==> config.mk <==
export PLATFORM = sky130hd
export DESIGN_NAME = shf_iter
export DESIGN_NICKNAME = d
export VERILOG_FILES = /design/src/rtl/shf_pkg.sv /design/src/rtl/shf_count.sv /design/src/rtl/shf_datapath.sv /design/src/rtl/shf_iter.sv
export SDC_FILE = /design/constraint.sdc
export NUM_CORES = 1
export LEC_CHECK = 0
export ABC_AREA = 0
export BUFFER_PORTS_ARGS = -buffer_cell sky130_fd_sc_hd__buf_2
export CORE_MARGIN = 2
export CORE_UTILIZATION = 50
export CTS_CLUSTER_SIZE = 14
export DETAILED_ROUTE_END_ITERATION = 7
export PLACE_DENSITY_LB_ADDON = 0.15
export SLEW_MARGIN = 30
export SYNTH_ARGS = -nofsm -noshare
export SYNTH_HDL_FRONTEND = slang
export SYNTH_SLANG_ARGS = --single-unit
==> constraint.sdc <==
create_clock -name clk -period 5.6 [get_ports clk]
set_input_delay 0.56 -clock clk [delete_from_list [all_inputs] [get_ports clk]]
set_output_delay 0.56 -clock clk [all_outputs]
set_load 0.03 [all_outputs]
==> src/rtl/shf_pkg.sv <==
// Package shf_pkg
// Shared types for the iterative shifter. Assumes nothing beyond IEEE 1800-2017.
package shf_pkg;
    // Direction encoding: value of the direction bit captured at reset.
    typedef enum logic {
        SHF_LEFT  = 1'b0,
        SHF_RIGHT = 1'b1
    } shf_dir_e;
endpackage

==> src/rtl/shf_count.sv <==
// Module shf_count
// Down-counter and completion flag. Loads the magnitude and clears the flag
// while rst_n is low. Afterwards it counts down to zero without wrapping, then
// sets the flag and freezes. Assumes a synchronous active-low reset.
module shf_count #(
    parameter int CW = 5
) (
    input  logic          clk,
    input  logic          rst_n,
    input  logic [CW-1:0] load_i,
    output logic [CW-1:0] cnt_o,
    output logic          done_o,
    output logic          step_o
);
    localparam logic [CW-1:0] CNT_ONE  = CW'(1);
    localparam logic [CW-1:0] CNT_ZERO = '0;

    logic [CW-1:0] cnt_q;
    logic          done_q;

    // A working cycle: count still positive and flag low.
    assign step_o = (cnt_q != CNT_ZERO) && !done_q;

    // Load on reset, count down while working, then latch the flag.
    always_ff @(posedge clk) begin
        if (!rst_n) begin
            cnt_q  <= load_i;
            done_q <= 1'b0;
        end else if (step_o) begin
            cnt_q  <= cnt_q - CNT_ONE;
        end else begin
            done_q <= 1'b1;
        end
    end

    assign cnt_o  = cnt_q;
    assign done_o = done_q;

    // a working cycle lowers the count by exactly one
    a_r4_count_step: assert property (@(posedge clk) disable iff (!rst_n)
        (cnt_q != CNT_ZERO && !done_q) |=> (cnt_q == $past(cnt_q) - CNT_ONE) && !done_q);
    // reaching zero with flag low raises the flag next clock
    a_r5_done_rise: assert property (@(posedge clk) disable iff (!rst_n)
        (cnt_q == CNT_ZERO && !done_q) |=> done_q);
    // flag only while the count is zero
    a_r5_done_at_zero: assert property (@(posedge clk) disable iff (!rst_n)
        done_q |-> cnt_q == CNT_ZERO);
    // flag and count frozen once done
    a_r6_count_freeze: assert property (@(posedge clk) disable iff (!rst_n)
        done_q |=> done_q && $stable(cnt_q));
    // reset loads the magnitude and clears the flag
    a_r1_count_load: assert property (@(posedge clk)
        !rst_n |=> (cnt_q == $past(load_i)) && !done_q);
endmodule

==> src/rtl/shf_datapath.sv <==
// Module shf_datapath
// Working register and direction register. Loads the operand and direction on
// reset. On each enabled cycle it moves the word one place, zero-filled. A
// bit-slice generate gives each bit its own two-way source select.
// Assumes the enable is low during reset.
module shf_datapath
    import shf_pkg::*;
#(
    parameter int N = 14
) (
    input  logic         clk,
    input  logic         rst_n,
    input  logic [N-1:0] op_i,
    input  logic         dir_i,
    input  logic         en_i,
    output logic [N-1:0] q_o
);
    logic [N-1:0] q;
    logic [N-1:0] q_nx;
    shf_dir_e     dir_q;

    // Per-bit source: neighbour below for left moves, neighbour above for right moves.
    for (genvar i = 0; i < N; i++) begin : g_slice
        logic from_lo;
        logic from_hi;
        if (i == 0) begin : g_lsb
            assign from_lo = 1'b0;
        end else begin : g_lo
            assign from_lo = q[i-1];
        end
        if (i == N-1) begin : g_msb
            assign from_hi = 1'b0;
        end else begin : g_hi
            assign from_hi = q[i+1];
        end
        assign q_nx[i] = (dir_q == SHF_RIGHT) ? from_hi : from_lo;
    end

    // Capture direction and operand on reset; move when enabled.
    always_ff @(posedge clk) begin
        if (!rst_n) begin
            q     <= op_i;
            dir_q <= shf_dir_e'(dir_i);
        end else if (en_i) begin
            q     <= q_nx;
        end
    end

    assign q_o = q;

    // left move inserts zero at bit 0
    a_r2_left_move: assert property (@(posedge clk) disable iff (!rst_n)
        (en_i && dir_q == SHF_LEFT) |=> q == {$past(q[N-2:0]), 1'b0});
    // right move inserts zero at the MSB
    a_r3_right_move: assert property (@(posedge clk) disable iff (!rst_n)
        (en_i && dir_q == SHF_RIGHT) |=> q == {1'b0, $past(q[N-1:1])});
    // word held when not working
    a_r6_word_hold: assert property (@(posedge clk) disable iff (!rst_n)
        !en_i |=> $stable(q));
    // direction fixed between resets
    a_r9_dir_fixed: assert property (@(posedge clk) disable iff (!rst_n)
        1'b1 |=> $stable(dir_q));
    // reset loads the operand
    a_r1_word_load: assert property (@(posedge clk)
        !rst_n |=> q == $past(op_i));
endmodule

==> src/rtl/shf_iter.sv <==
// Module shf_iter
// Top of the iterative sign-magnitude shifter. Holding rst_n low loads the
// operand, magnitude and direction. After release, one bit position is moved
// per clock until the count runs out, then done_o rises and everything holds.
// Assumes the caller keeps rst_n low for at least one rising edge per run.
module shf_iter #(
    parameter int N  = 14,
    parameter int CW = 5
) (
    input  logic          clk,
    input  logic          rst_n,
    input  logic [N-1:0]  operand_i,
    input  logic [CW-1:0] amount_i,
    input  logic          dir_i,
    output logic [N-1:0]  result_o,
    output logic [CW-1:0] remaining_o,
    output logic          done_o
);
    logic step;

    // Sequencing: counter and completion flag.
    shf_count #(.CW(CW)) u_count (
        .clk    (clk),
        .rst_n  (rst_n),
        .load_i (amount_i),
        .cnt_o  (remaining_o),
        .done_o (done_o),
        .step_o (step)
    );

    // Data: working word and direction.
    shf_datapath #(.N(N)) u_data (
        .clk   (clk),
        .rst_n (rst_n),
        .op_i  (operand_i),
        .dir_i (dir_i),
        .en_i  (step),
        .q_o   (result_o)
    );

    // result frozen once done across the two sub-blocks
    a_r6_result_freeze: assert property (@(posedge clk) disable iff (!rst_n)
        done_o |=> $stable(result_o));
endmodule

==> impl_metrics.json <==
{
  "outcome": "finished clean",
  "core.rowCount": 16,
  "drtAntennaViolNets": 0,
  "drt-total-wl_um": 1920,
  "async_flop_share": 0,
  "path_delay_family": "compound AO/OA/AOI/OAI gates",
  "hold_viol": 0,
  "holdWs_ns": 0.444,
  "drv_slew": 0,
  "firstDrtPassIters": 3,
  "synth_area_leaders": "edfxtp_1 57%, mux2i_1 11%, a21oi_1 7.2%, nor2_1 6.1%, dfxtp_1 1.9%",
  "dp_hpwl_um": 1400,
  "clockRootBuffer": "clkbuf_4",
  "switchingPower_w": 0.000135,
  "power.density_mw_per_mm2": 314,
  "area_growth_pct": 22.7,
  "m1WireLength_um": 910,
  "ir_drop_uv": 170,
  "maxCapViolCount": 0,
  "dr_wl_met3_um": 88,
  "top_layer_used": "met4",
  "critPathRequiredTime_ns": 5.54,
  "yosysSeqAreaShare": 0.593,
  "worst-path-stages": 4,
  "setup_tns_ns": 0,
  "initialDrtViolationCount": 6,
  "finalCritPeriodShare": 0.318,
  "synthesis.nets": 113,
  "post-route-util": 0.655,
  "wl_per_cell_um": 12.3,
  "worstMarginPinSlew_ns": 0.706,
  "grt_pass1_vias": 768,
  "vias": 753,
  "leakagePower_nw": 0.578,
  "synth_top_area_frac": 0.573,
  "synth_ff_type": "edfxtp_1",
  "final_net_count": 153,
  "critPathKind": "reg -> reg",
  "clk_transition_reported_paths_ns": 0.11,
  "grt_overflow_total": 0,
  "portBuffers": 41,
  "worst_slew_margin_rel": 0.530,
  "combPwrFrac": 0.279,
  "crit_buf_inv": 1,
  "crit_arrival_ns": 1.72,
  "synth_cells": 90,
  "cts_buffer_depth": 2,
  "clk_latency_ns": 0.29,
  "drc": 0,
  "grt_pass1_wl_um": 3390,
  "rsz0062_at_grt": "false",
  "initial_core_util": 0.534,
  "die_h_um": 49.8,
  "antenna_found_initial": 0,
  "setup_violations": 0,
  "clock_skew_ns": 0.00128,
  "coreArea_mm2": 0.00196,
  "die_w_um": 49.8,
  "htreeDepth": 1,
  "fmaxAchievable_mhz": 561,
  "whs_path_depth": 1,
  "seqPwrFrac": 0.548,
  "grt_max_degree": 34,
  "die_area_mm2": 0.00248,
  "synth_area_leader_cell": "edfxtp_1",
  "drt-vias-per-instance": 4.83,
  "yosysUniqueCellTypes": 22,
  "nFillCells": 193,
  "cts_hold_buf": 0,
  "end_kind": "flip-flop",
  "period_minus_slack_ns": 1.78,
  "cts_resized": 0,
  "synth_area_mm2": 0.00105,
  "dr_wl_met2_um": 907,
  "path_cells": "inv_1, ha_1, nor4b_2, o21ai_4",
  "critPathMaxStageDelay_ns": 0.52,
  "p_int_w": 0.000268,
  "synth_area_per_cell_um2": 11.6,
  "crit_path_start_kind": "flip-flop",
  "drive_above_1_share": 0.380,
  "yosys-top-cells-count": "20 x edfxtp_1, 17 x nor2_1, 15 x a21oi_1, 12 x mux2i_1, 5 x inv_1",
  "yosysWarnings": 0,
  "post_dp_cell_area_mm2": 0.00125,
  "cts_sinks": 21,
  "critPathSlowestCell": "o21ai_4",
  "ys_seq_elements": 21,
  "cts_tree": "done",
  "r2r_cells": 4,
  "cts_buffers": 3,
  "post_cts_buffers": 0,
  "power_frac_clock": 0.174,
  "swShare": 0.336,
  "yosys.cell_count.top_type": "edfxtp_1",
  "hold_class": "in -> reg",
  "gp_congestion": 0.789,
  "synth_edf_count": 20,
  "cp_max_fo": 20,
  "grtUsageTotal": 0.181,
  "design_area_mm2": 0.00128,
  "io_pins": 42,
  "antenna_cells": 0
}
## registers in the layout, summed over array words and instances, names as in the netlist
register and count:
u_count.cnt_o 5, u_count.done_o 1, u_data.dir_q 1, u_data.q_o 14
## logic make-up after synthesis
| logic type | Yosys count | synth area share |
|---|---|---|
| mux | 13 | 0.125 |
| buf+inv | 12 | 0.0585 |
| fa+ha+maj | 1 | 0.0119 |
| simple gates | 21 | 0.0932 |
| xor+xnor | 2 | 0.0167 |
| compound gates | 20 | 0.102 |
| flops | 21 | 0.593 |
## stage by stage
stage,setup slack [ns],power [W],cells
final,3.82,0.000403,156
after global placement,3.62,0.000335,152
after global routing,3.69,0.000426,156
after floorplan,3.23,0.000303,90
after detailed placement,3.55,0.000337,152
after CTS,3.55,0.000407,156
## final cells by class
type | count | area (µm²) | area share
Sequential cell | 21 | 621 | 0.483
Timing Repair Buffer | 41 | 205 | 0.160
Inverter | 6 | 22.5 | 0.0175
Tap cell | 27 | 33.8 | 0.0263
Clock buffer | 4 | 26.3 | 0.0204
Multi-Input combinational cell | 57 | 377 | 0.293
## power groups by stage
stage	logic, W	clock network, W	registers [W]
after floorplan	0.0000429	0	0.000260
after global placement	0.000111	0	0.000224
after detailed placement	0.000113	0	0.000224
after CTS	0.000113	0.0000729	0.000221
after global routing	0.000122	0.0000784	0.000225
final	0.000112	0.0000700	0.000221
## routing by layer
layer | vias to the layer above | global-route usage
met1 | 330 | 0.242
li1 | 401 | -
met2 | 20 | 0.296
met4 | 0 | 0.0694
met3 | 2 | 0.0273
met5 | - | 0
## path summary, 6_finish.rpt
| path | startpoint | slack (ns) | endpoint |
|---|---|---|---|
| hold reg to reg | u_data.q_o[12]$_DFFE_PP_ | 0.64 | u_data.q_o[13]$_DFFE_PP_ |
| hold / removal | dir_i | 0.44 | u_data.dir_q$_DFFE_PN_ |
| setup reg to reg | u_count.cnt_o[0]$_DFFE_PP_ | 3.82 | u_count.cnt_o[0]$_DFFE_PP_ |
| setup / recovery | u_count.cnt_o[0]$_DFFE_PP_ | 3.82 | u_count.cnt_o[0]$_DFFE_PP_ |
## cells in the final DEF, fill, tap and decap left out, types with 2 or more instances in the layout
cell	synthesis	layout
buf_2	3	41
edfxtp_1	20	20
nor2_1	17	17
a21oi_1	15	15
mux2i_1	12	12
inv_1	5	5
clkbuf_4	0	3
o21ai_0	2	2
xnor2_1	2	2
Note: power is estimated with default switching activity, not from simulation.
